**src/rtl/outer_bank_pkg.sv**
```systemverilog
package outer_bank_pkg;
  localparam int REG_COUNT = 5;
  localparam int DATA_W    = 8;
  localparam int ADDR_W    = 16;
  localparam int IDX_W     = 3;
  localparam logic [ADDR_W-1:0] DECODE_MASK = 16'hF007;
  localparam logic [3:0] WIN_HI_LOW_STRAP  = 4'h6;
  localparam logic [3:0] WIN_HI_HIGH_STRAP = 4'h5;
  localparam int CHR_GN_REG = 2;

  typedef struct packed {
    logic [REG_COUNT-1:0] wrEn;
    logic                 keepChrHi;
  } regStrobe_t;
endpackage

```
**src/rtl/outer_bank_ctrl.sv**
```systemverilog
module outer_bank_ctrl
  import outer_bank_pkg::*;
#(
  parameter logic [ADDR_W-1:0] DEC_MASK = DECODE_MASK,
  parameter logic [3:0] WIN_LOW  = WIN_HI_LOW_STRAP,
  parameter logic [3:0] WIN_HIGH = WIN_HI_HIGH_STRAP
) (
  input  logic              cpuWrite,
  input  logic              windowSel,
  input  logic [ADDR_W-1:0] cpuAddr,
  input  logic              lockoutBit,
  input  logic              gnromBit,
  input  logic              chrLockBit,
  output regStrobe_t        strobe
);
  localparam int HI_LSB = ADDR_W - 4;

  logic [ADDR_W-1:0] maskedAddr;
  logic [3:0]        winHi;
  logic              inWindow;
  logic              frozen;
  logic [IDX_W-1:0]  regIdx;

  always_comb begin
    maskedAddr = cpuAddr & DEC_MASK;
    winHi      = windowSel ? WIN_HIGH : WIN_LOW;
    inWindow   = (maskedAddr[ADDR_W-1:HI_LSB] == winHi)
               && (maskedAddr[HI_LSB-1:IDX_W] == '0);
    regIdx     = maskedAddr[IDX_W-1:0];
    frozen     = lockoutBit && !gnromBit;
  end

  for (genvar i = 0; i < REG_COUNT; i++) begin : g_strobe
    if (i == CHR_GN_REG) begin : g_exempt
      assign strobe.wrEn[i] = cpuWrite && inWindow && (regIdx == IDX_W'(i));
    end else begin : g_lockable
      assign strobe.wrEn[i] = cpuWrite && inWindow && (regIdx == IDX_W'(i)) && !frozen;
    end
  end

  assign strobe.keepChrHi = chrLockBit;
endmodule

```
**src/rtl/outer_bank_dp.sv**
```systemverilog
module outer_bank_dp
  import outer_bank_pkg::*;
(
  input  logic                               clk,
  input  logic                               rstN,
  input  logic [DATA_W-1:0]                  cpuData,
  input  regStrobe_t                         strobe,
  output logic [REG_COUNT-1:0][DATA_W-1:0]   regFile
);
  localparam int HALF = DATA_W / 2;

  for (genvar i = 0; i < REG_COUNT; i++) begin : g_reg
    logic [DATA_W-1:0] q;
    if (i == CHR_GN_REG) begin : g_partial
      always_ff @(posedge clk or negedge rstN) begin
        if (!rstN) begin
          q <= '0;
        end else if (strobe.wrEn[i]) begin
          if (strobe.keepChrHi) q <= {q[DATA_W-1:HALF], cpuData[HALF-1:0]};
          else                  q <= cpuData;
        end
      end
    end else begin : g_full
      always_ff @(posedge clk or negedge rstN) begin
        if (!rstN)               q <= '0;
        else if (strobe.wrEn[i]) q <= cpuData;
      end
    end
    assign regFile[i] = q;
  end
endmodule

```
**src/rtl/outer_bank_regs.sv**
```systemverilog
module outer_bank_regs
  import outer_bank_pkg::*;
(
  input  logic        clk,
  input  logic        rstN,
  input  logic        windowSel,
  input  logic        cpuWrite,
  input  logic [15:0] cpuAddr,
  input  logic [7:0]  cpuData,
  output logic [2:0]  prgOuterLo,
  output logic        chrAltA17,
  output logic [1:0]  prgOuterHi,
  output logic        prgA17FromOuter,
  output logic        chrA17FromAlt,
  output logic        sc0,
  output logic        gnPrg32k,
  output logic [2:0]  prgOuterMid,
  output logic        prgA20FromCore,
  output logic        prgA19FromCore,
  output logic        prgA18FromOuter,
  output logic [3:0]  gnChrBank,
  output logic [2:0]  chrMask,
  output logic        chrMaskLock,
  output logic        sc1,
  output logic [2:0]  gnPrgBank,
  output logic        gnromMode,
  output logic        wramLowEn,
  output logic        weirdMode,
  output logic        lockout,
  output logic        mixedChrEn,
  output logic [6:0]  chrRamMatch
);
  regStrobe_t strobe;
  logic [REG_COUNT-1:0][DATA_W-1:0] regFile;

  outer_bank_ctrl u_ctrl (
    .cpuWrite   (cpuWrite),
    .windowSel  (windowSel),
    .cpuAddr    (cpuAddr),
    .lockoutBit (regFile[3][7]),
    .gnromBit   (regFile[3][4]),
    .chrLockBit (regFile[2][7]),
    .strobe     (strobe)
  );

  outer_bank_dp u_dp (
    .clk     (clk),
    .rstN    (rstN),
    .cpuData (cpuData),
    .strobe  (strobe),
    .regFile (regFile)
  );

  assign prgOuterLo      = regFile[0][2:0];
  assign chrAltA17       = regFile[0][3];
  assign prgOuterHi      = regFile[0][5:4];
  assign prgA17FromOuter = regFile[0][6];
  assign chrA17FromAlt   = regFile[0][7];

  assign sc0             = regFile[1][0];
  assign gnPrg32k        = regFile[1][1];
  assign prgOuterMid     = {regFile[1][3], regFile[1][2], regFile[1][4]};
  assign prgA20FromCore  = regFile[1][5];
  assign prgA19FromCore  = regFile[1][6];
  assign prgA18FromOuter = regFile[1][7];

  assign gnChrBank       = regFile[2][3:0];
  assign chrMask         = regFile[2][6:4];
  assign chrMaskLock     = regFile[2][7];

  assign sc1             = regFile[3][0];
  assign gnPrgBank       = regFile[3][3:1];
  assign gnromMode       = regFile[3][4];
  assign wramLowEn       = regFile[3][5];
  assign weirdMode       = regFile[3][6];
  assign lockout         = regFile[3][7];

  assign mixedChrEn      = regFile[4][0];
  assign chrRamMatch     = regFile[4][7:1];
endmodule

```
**config.mk**
```make
export PLATFORM = sky130hd
export DESIGN_NAME = outer_bank_regs
export DESIGN_NICKNAME = d
export VERILOG_FILES = /design/src/rtl/outer_bank_pkg.sv /design/src/rtl/outer_bank_ctrl.sv /design/src/rtl/outer_bank_dp.sv /design/src/rtl/outer_bank_regs.sv
export SDC_FILE = /design/constraint.sdc
export NUM_CORES = 1
export LEC_CHECK = 0
export BUFFER_PORTS_ARGS = -buffer_cell sky130_fd_sc_hd__buf_4
export CAP_MARGIN = 20
export CORE_MARGIN = 4
export CORE_UTILIZATION = 45
export DETAILED_ROUTE_END_ITERATION = 10
export PLACE_DENSITY_LB_ADDON = 0.08
export SLEW_MARGIN = 10
export SYNTH_ARGS = -nofsm -noshare
export SYNTH_HDL_FRONTEND = slang
export SYNTH_SLANG_ARGS = --single-unit
```
**constraint.sdc**
```tcl
create_clock -name clk -period 1.6 [get_ports clk]
set_input_delay 0.08 -clock clk [delete_from_list [all_inputs] [get_ports clk]]
set_output_delay 0.08 -clock clk [all_outputs]
set_load 0.05 [all_outputs]
```
==> results.yml, run 1 <==
synth:
  synthMuxAreaShare: 0.2686
  synth_top_family_by_area: "multiplexers"
  synth-seq-cells: 40
  synthDominantCellAreaShare: 0.6121
  synth-compound-area-share: 0.02142
  syn_nets: 126
  synthXorXnorAreaFrac: 0
  syn-instance-count: 98
  syn_area_um2: 1635
  synth-simple-area-share: 0.09105
  synth_adder_area_share: 0
  ys_warn_count: 0
  synthTopCellsByArea: "dfrtp_1 61%, mux2_2 25%, nor3_4 4.0%"
  synth_area_leader_cell: "dfrtp_1"
  syn_avg_cell_area_um2: 16.69
  synth_seq_area_share: 0.6121
  synth_cell_type_count: 18
critical_path:
  crit_end: "u_dp.g_reg[3].q[0]"
  start_kind: "flip-flop"
  crit_family: "flip-flops"
  worstSetupStartpoint: "u_dp.g_reg[3].q[7]"
  critical_path_required_ns: 1.82
  crit_chain: "nand2b_4 -> nand3b_1 -> nor3_4 -> buf_12 -> mux2_2"
  crit_slowest_cell: "dfrtp_2"
  path_buf_inv: 1
  reg2regPathDepth: 5
  cp_num_cells: 5
  crit_path_max_incr_delay_ns: 0.45
  critical_path_class: "flip-flop to flip-flop"
  r2r_start: "u_dp.g_reg[3].q[7]"
  r2r_setup_slack_ns: 0.11
  crit_arrival_ns: 1.71
  cp_max_fo: 8
  end_kind: "flip-flop"
  rr_endpoint: "u_dp.g_reg[3].q[0]"
die:
  die_y_um: 68.29
  core-area_um2: 3416
  initial_core_util: 0.4788
  die_area_um2: 4663
  row_count: 21
  die_w_um: 68.29
  io_pins: 68
clock_tree:
  worstSkewPairLatency_ns: 0.33
  numCtsBuffers: 5
  cts.path.max_buffers: 2
  clk_root_buffer_cell: "clkbuf_4"
  cts_tree: "done"
  cts_resized: 0
  clkTransAtPathRegs_ns: 0.10
  cts.sinks: 40
  h-tree-depth: 2
grt:
  busiest_layer: "met2"
  gr-usage-met3: 0.05911
  gr-usage-met1: 0.2317
  antenna_found_initial: 0
  grt_pass1_vias: 1172
  track_usage: 0.1781
  overflow: 0
  grt.met2_usage: 0.2900
  grt_max_degree: 41
  grt_pass1_wl_um: 5975
drt:
  antenna_left: 0
  drt_iter0_markers: 29
  vias: 1103
  wl_per_cell_um: 16.30
  drt-pass1-iter-count: 3
  wirelength_um: 3684
  via_per_inst: 4.881
  drc: 0
finish:
  fin_util: 0.6941
  largest_reg_flops: 40
  nets: 207
  top_regs: "u_dp.g.q (40)"
  area_growth_pct: 44.99
  antenna_cells: 0
  layout-drive-gt1-share: 0.6611
  regMostFlops: "u_dp.g.q"
power_and_ir_drop:
  p_comb_frac: 0.281
  vdd_ir_drop_max_v: 0.0006612
  power_frac_seq: 0.497
  power.leakage_uw: 0.001246
  power_density_nw_per_um2: 969.8
  pwr-share-clk: 0.222
  p_sw_frac: 0.3321
  p_int_uw: 1536
  p_sw_uw: 763.6
  power.total_uw: 2299
timing:
  final-setup-viol-count: 0
  slew_headroom: 0.6784
  skew_ns: 0.002891
  min_period_ns: 1.486
  fmax_ghz: 0.6729
  setup_ws_ns: 0.1139
  timing.hold.ws_ns: 0.2495
  hold_viol_final: 0
  tightest_slew_ns: 0.4823
  fin_crit_sh: 0.9288
  rsz0062_at_grt: "false"
  drv_slew: 0
  finalSetupTns_ns: 0
place:
  place_congestion: 0.8386
  pre_cts_ws_ns: -0.1725
  portBuffers: 58
  dp.final_hpwl_um: 2816
run_status:
  outcome: "finished, final reports clean"
flow_run:
  maxCapViolCount: 0
min_path:
  hp-class: "input pin to async pin"
## Yosys cell counts
master and number:
nand2b_1 1, a2111oi_4 1, and2b_1 1, nand3b_1 2, inv_1 1, mux2_1 3, nor3_4 4, buf_4 1
nand4b_1 1, dfrtp_1 40, a21o_1 1, mux2_2 36, nand3_1 1, nand2_1 1, or3b_4 1, and2_1 1
nand4bb_2 1, nor2_1 1
## area by class of cell
cell class	count	area, um^2
flip-flops and latches	40	1003
inverters	1	3.754
repair buffers	75	610.6
multi-input cells	56	636.9
well taps	46	57.56
fillers	265	1045
clock buffers	8	58.81
## worst min path at each step
stage	startpoint	endpoint	slack (ns)	cells past startpoint
2_1_floorplan	rstN	u_dp.g_reg[0].q[0]	-0.22	0
3_3_place_gp	rstN	u_dp.g_reg[2].q[6]	0.07	1
3_5_place_dp	rstN	u_dp.g_reg[0].q[6]	0.08	1
4_1_cts	cpuData[1]	u_dp.g_reg[1].q[1]	0.004	2
5_1_grt	cpuAddr[2]	u_dp.g_reg[2].q[7]	0.26	4
6_report	rstN	u_dp.g_reg[0].q[6]	0.25	2
## power groups by stage
stage,logic [uW],clock network (uW),registers [uW]
4_1_cts,651,534,1150
3_5_place_dp,635,0,1160
6_report,646,510,1140
3_3_place_gp,625,0,1160
5_1_grt,679,581,1160
2_1_floorplan,107,0,1450
## worst reg2reg max path, stage by stage, from the launching register on
cell      delay (ns)
dfrtp_2         0.45
nand2b_4        0.09
nand3b_1        0.13
nor3_4          0.23
buf_12          0.16
mux2_2          0.33
## cell usage in the layout (no fill, tap or decap), drive strengths merged
cell type	count
a2111oi	1
a21o	1
and2	1
and2b	1
buf	66
clkbuf	8
dfrtp	40
dlygate4sd3	9
inv	1
mux2	39
nand2	1
nand2b	1
nand3	1
nand3b	2
nand4b	1
nand4bb	1
nor2	1
nor3	4
or3b	1
## metrics by stage
step / area, um^2 / cells
after floorplan: 1652 / 98
after global placement: 2222 / 209
after detailed placement: 2222 / 209
after CTS: 2361 / 225
after global routing: 2371 / 226
final: 2371 / 226
## cell families after synthesis
family / count (synthesis)
buf+inv: 2
compound gates: 2
simple gates: 15
flops: 40
mux: 39
## what timing repair did
item / 4_1_cts / 5_1_grt
hold endpoints to repair: 55 / 1
buffers inserted: 0 / 0
hold buffers: 8 / 1
## per-layer routing
| layer | wire (um) | vias up |
|---|---|---|
| met5 | 0 | - |
| met4 | 27 | 0 |
| met3 | 295 | 4 |
| met2 | 1840 | 40 |
| met1 | 1521 | 543 |
| li1 | - | 516 |
(Power assumes the default switching activity.)
==> run 2, diff against run 1 <==
Settings changed: CORE_UTILIZATION 45 to 47.
==> run 2 against run 1 <==
Compared with the run above: routed wire length is 2.3% lower; sequential cell count is the same; critical path depth unchanged; sequential power about the same; clock power decreased by 2%; fmax grew 1.6%; cell count unchanged; via count rose by 0.73%; critical path type unchanged.
==> results.yml, run 2 (synthesis results as in run 1) <==
critical_path:
  reg2regPathDepth: 5
  critical_path_class: "flip-flop to flip-flop"
  crit_arrival_ns: 1.68
  critical_path_required_ns: 1.82
  cp_max_fo: 6
  crit_chain: "nand2b_4 -> nand3b_1 -> nor3_4 -> buf_4 -> mux2_2"
  crit_path_max_incr_delay_ns: 0.44
  crit_family: "flip-flops"
  path_buf_inv: 1
  crit_slowest_cell: "dfrtp_2"
  cp_num_cells: 5
  start_kind: "flip-flop"
  end_kind: "flip-flop"
timing:
  rsz0062_at_grt: "false"
  slew_headroom: 0.6753
  hold_viol_final: 0
  tightest_slew_ns: 0.4870
  fin_crit_sh: 0.9145
  skew_ns: 0.01056
  fmax_ghz: 0.6834
  setup_ws_ns: 0.1367
  timing.hold.ws_ns: 0.02721
  final-setup-viol-count: 0
  min_period_ns: 1.463
  drv_slew: 0
clock_tree:
  cts_hold_buf: 8
  h-tree-depth: 2
  clkTransAtPathRegs_ns: 0.11
  clk_root_buffer_cell: "clkbuf_4"
  numCtsBuffers: 5
  post_cts_buffers: 0
  cts.sinks: 40
  cts_resized: 0
  worstSkewPairLatency_ns: 0.32
  cts_tree: "done"
  cts.path.max_buffers: 2
die:
  core-area_um2: 3337
  die_area_um2: 4487
  die_y_um: 66.99
  io_pins: 68
  row_count: 21
  initial_core_util: 0.4901
  die_w_um: 66.99
min_path:
  min_path_cells: 2
  hp-class: "input pin to flip-flop"
finish:
  top_regs: "u_dp.g.q (40)"
  mostFrequentLayoutCell: "buf_4"
  layout_common_cells: "66 x buf_4, 38 x dfrtp_1, 35 x mux2_2"
  num-fill-cells: 259
  nets: 207
  multi_input_area_um2: 636.9
  area_growth_pct: 44.07
  largest_reg_flops: 40
  regArea_um2: 1003
  antenna_cells: 0
  fin_util: 0.7060
  layout-drive-gt1-share: 0.6667
  regMostFlops: "u_dp.g.q"
  final_cells: 226
drt:
  drt_iter0_markers: 11
  vias: 1111
  wirelength_um: 3600
  antenna_left: 0
  wl_per_cell_um: 15.93
  drc: 0
  via_per_inst: 4.916
  drt-pass1-iter-count: 4
power_and_ir_drop:
  power.leakage_uw: 0.001245
  power_density_nw_per_um2: 971.4
  vdd_ir_drop_max_v: 0.0006323
place:
  pre_cts_ws_ns: -0.1708
  place_congestion: 0.7466
  dp.cells: 210
  dp.final_hpwl_um: 2741
  portBuffers: 58
grt:
  grt_max_degree: 41
  grt_pass1_wl_um: 5899
  grt.met2_usage: 0.2946
  grt_pass1_vias: 1192
  track_usage: 0.1833
  overflow: 0
  gr-usage-met3: 0.05228
  gr-usage-met1: 0.2321
  busiest_layer: "met2"
  antenna_found_initial: 0
flow_run:
  maxCapViolCount: 0
run_status:
  outcome: "finished, final reports clean"
==> run 2: per-stage QoR <==
step / total power, uW / setup TNS, ns / instance area [um^2]
finish: 2289 / 0 / 2356
global route: 2405 / 0 / 2356
CTS: 2326 / 0 / 2356
detailed placement: 1799 / -4.985 / 2217
global placement: 1784 / -3.699 / 2217
floorplan: 1561 / -0.3443 / 1652
==> run 2: layout make-up <==
cell class / count / area share
Multi-Input combinational cell: 56 / 0.2703
Timing Repair Buffer: 75 / 0.2528
Clock buffer: 8 / 0.02496
Inverter: 1 / 0.001593
Tap cell: 46 / 0.02443
Sequential cell: 40 / 0.4259
==> run 2: layer usage <==
layer,vias to the layer above,wire length [um]
met5,-,0
met4,0,21
met3,2,232
met2,36,1860
met1,554,1485
li1,519,-
==> run 2: final timing paths <==
| check | startpoint | end | slack, ns |
|---|---|---|---|
| max in group asynchronous | rstN | u_dp.g_reg[3].q[7] | 0.98 |
| min in group asynchronous | rstN | u_dp.g_reg[4].q[5] | 0.26 |
| setup reg to reg | u_dp.g_reg[3].q[7] | u_dp.g_reg[3].q[6] | 0.14 |
| hold reg to reg | u_dp.g_reg[2].q[7] | u_dp.g_reg[2].q[7] | 0.50 |
| setup / recovery | u_dp.g_reg[3].q[7] | u_dp.g_reg[3].q[6] | 0.14 |
| hold / removal | cpuData[0] | u_dp.g_reg[3].q[0] | 0.03 |
==> run 2: where the power goes <==
group,total (uW),internal [uW],leakage (uW),switching (uW)
clock,502,217,0.0000326,285
sequential,1140,1090,0.000542,48.6
combinational,644,223,0.000670,421
==> run 3, diff against run 2 <==
Settings changed: CORE_MARGIN 4 to 3, SETUP_SLACK_MARGIN from default to 0.5.
==> run 3 against run 2 <==
Compared with the run above: routed wire length is 6.1% higher; non-clock buffer count is 4 higher; worst setup slack better by 0.038 ns; sequential share of layout area is 3.5 points lower; critical path depth stayed put; power is 8.9% higher; largest power group unchanged; highest routed layer unchanged.
==> results.yml, run 3 (synthesis results as in run 1) <==
run_status:
  outcome: "finished, final reports clean"
drt:
  drt_iter0_markers: 16
  wl_per_cell_um: 16.75
  antenna_left: 0
  drt-pass1-iter-count: 4
  vias: 1145
  wirelength_um: 3819
  via_per_inst: 5.022
  drc: 0
clock_tree:
  worstSkewPairLatency_ns: 0.34
  cts.sinks: 40
  h-tree-depth: 2
  cts_tree: "done"
  cts.path.max_buffers: 2
  clk_root_buffer_cell: "clkbuf_4"
  clkTransAtPathRegs_ns: 0.11
  numCtsBuffers: 5
place:
  dp.cells: 207
  portBuffers: 58
  dp.final_hpwl_um: 2674
  place_congestion: 0.7118
finish:
  num-fill-cells: 188
  area_growth_pct: 56.85
  layout_common_cells: "57 x buf_4, 38 x dfrtp_1, 25 x mux2_4"
  final_cells: 228
  antenna_cells: 0
  largest_reg_flops: 40
  mostFrequentLayoutCell: "buf_4"
  nets: 211
  regMostFlops: "u_dp.g.q"
  top_regs: "u_dp.g.q (40)"
  layout-drive-gt1-share: 0.7011
critical_path:
  end_kind: "flip-flop"
  start_kind: "flip-flop"
  reg2regPathDepth: 5
  critical_path_class: "flip-flop to flip-flop"
  crit_arrival_ns: 1.66
  cp_max_fo: 4
  critical_path_required_ns: 1.83
power_and_ir_drop:
  power.leakage_uw: 0.001320
  vdd_ir_drop_max_v: 0.0008621
  power.total_uw: 2491
  power_density_nw_per_um2: 971.2
timing:
  min_period_ns: 1.426
  skew_ns: 0.008330
  fmax_ghz: 0.7014
  fin_crit_sh: 0.8911
  tightest_slew_ns: 0.4804
  drv_slew: 0
  rsz0062_at_grt: "true"
  hold_viol_final: 0
  slew_headroom: 0.6798
  finalSetupTns_ns: 0
  final-setup-viol-count: 0
  timing.hold.ws_ns: 0.2421
grt:
  track_usage: 0.2080
  grt_pass1_wl_um: 6403
  grt.met2_usage: 0.3436
  gr-usage-met3: 0.08319
  grt_pass1_vias: 1272
  gr-usage-met1: 0.2500
  antenna_found_initial: 0
  overflow: 0
  grt_max_degree: 41
  busiest_layer: "met2"
die:
  row_count: 20
  die_y_um: 64.99
  io_pins: 68
  core-area_um2: 3178
  die_area_um2: 4223
  initial_core_util: 0.5146
  die_w_um: 64.99
min_path:
  hp-class: "input pin to async pin"
flow_run:
  maxCapViolCount: 0
[run 3: metrics by stage]
stage	instance area (um^2)	utilization	worst slack [ns]
global route	2565	0.8071	0.1176
global placement	2255	0.7094	-0.1247
detailed placement	2255	0.7094	-0.1464
finish	2565	0.8071	0.1742
floorplan	1690	-	-0.02650
CTS	2540	0.7992	0.1849
[run 3: power breakdown]
part	total (uW)	switching [uW]	internal [uW]
Combinational	707	433	274
Sequential	1150	51.2	1090
Clock	638	310	328
Total	2490	795	1700
[run 3: final timing paths]
check                              startpoint                 end  slack [ns]
setup / recovery           u_dp.g_reg[3].q[7]  u_dp.g_reg[1].q[6]        0.17
hold / removal                           rstN  u_dp.g_reg[4].q[4]        0.24
setup reg to reg           u_dp.g_reg[3].q[7]  u_dp.g_reg[1].q[6]        0.17
hold reg to reg            u_dp.g_reg[2].q[7]  u_dp.g_reg[2].q[7]        0.51
max in group asynchronous                rstN  u_dp.g_reg[3].q[7]        1.01
min in group clk                   cpuAddr[2]  u_dp.g_reg[2].q[7]        0.25
[run 3: routing by layer]
layer | share of wire | wire, um | up-vias
met4 | 0.012 | 45 | 0
met2 | 0.51 | 1963 | 40
met3 | 0.065 | 250 | 6
met1 | 0.41 | 1559 | 572
li1 | - | - | 527
met5 | 0 | 0 | -
[run 3: cell type report]
cell class / instances / area [um^2] / area share
multi-input cells: 56 / 740.7 / 0.2888
well taps: 44 / 55.05 / 0.02146
flip-flops and latches: 40 / 1003 / 0.3912
inverters: 1 / 3.754 / 0.001463
repair buffers: 79 / 685.7 / 0.2673
clock inverters: 2 / 35.03 / 0.01366
clock buffers: 6 / 41.29 / 0.01610
[run 3: repair_timing]
action | in CTS | in global routing
buffers inserted | 3 | 1
hold endpoints to repair | 64 | 4
pin swaps | 6 | 1
resized for setup | 27 | 2
cloned | 0 | 0
endpoints found under the setup margin | 40 | 42
hold buffers | 8 | 1
[run 3: worst max-delay path, cell delays in order (launching register included)]
cell      delay [ns]
dfrtp_2         0.44
nand2b_4        0.10
nand2_2         0.09
nor3_4          0.19
buf_6           0.16
mux2_2          0.33
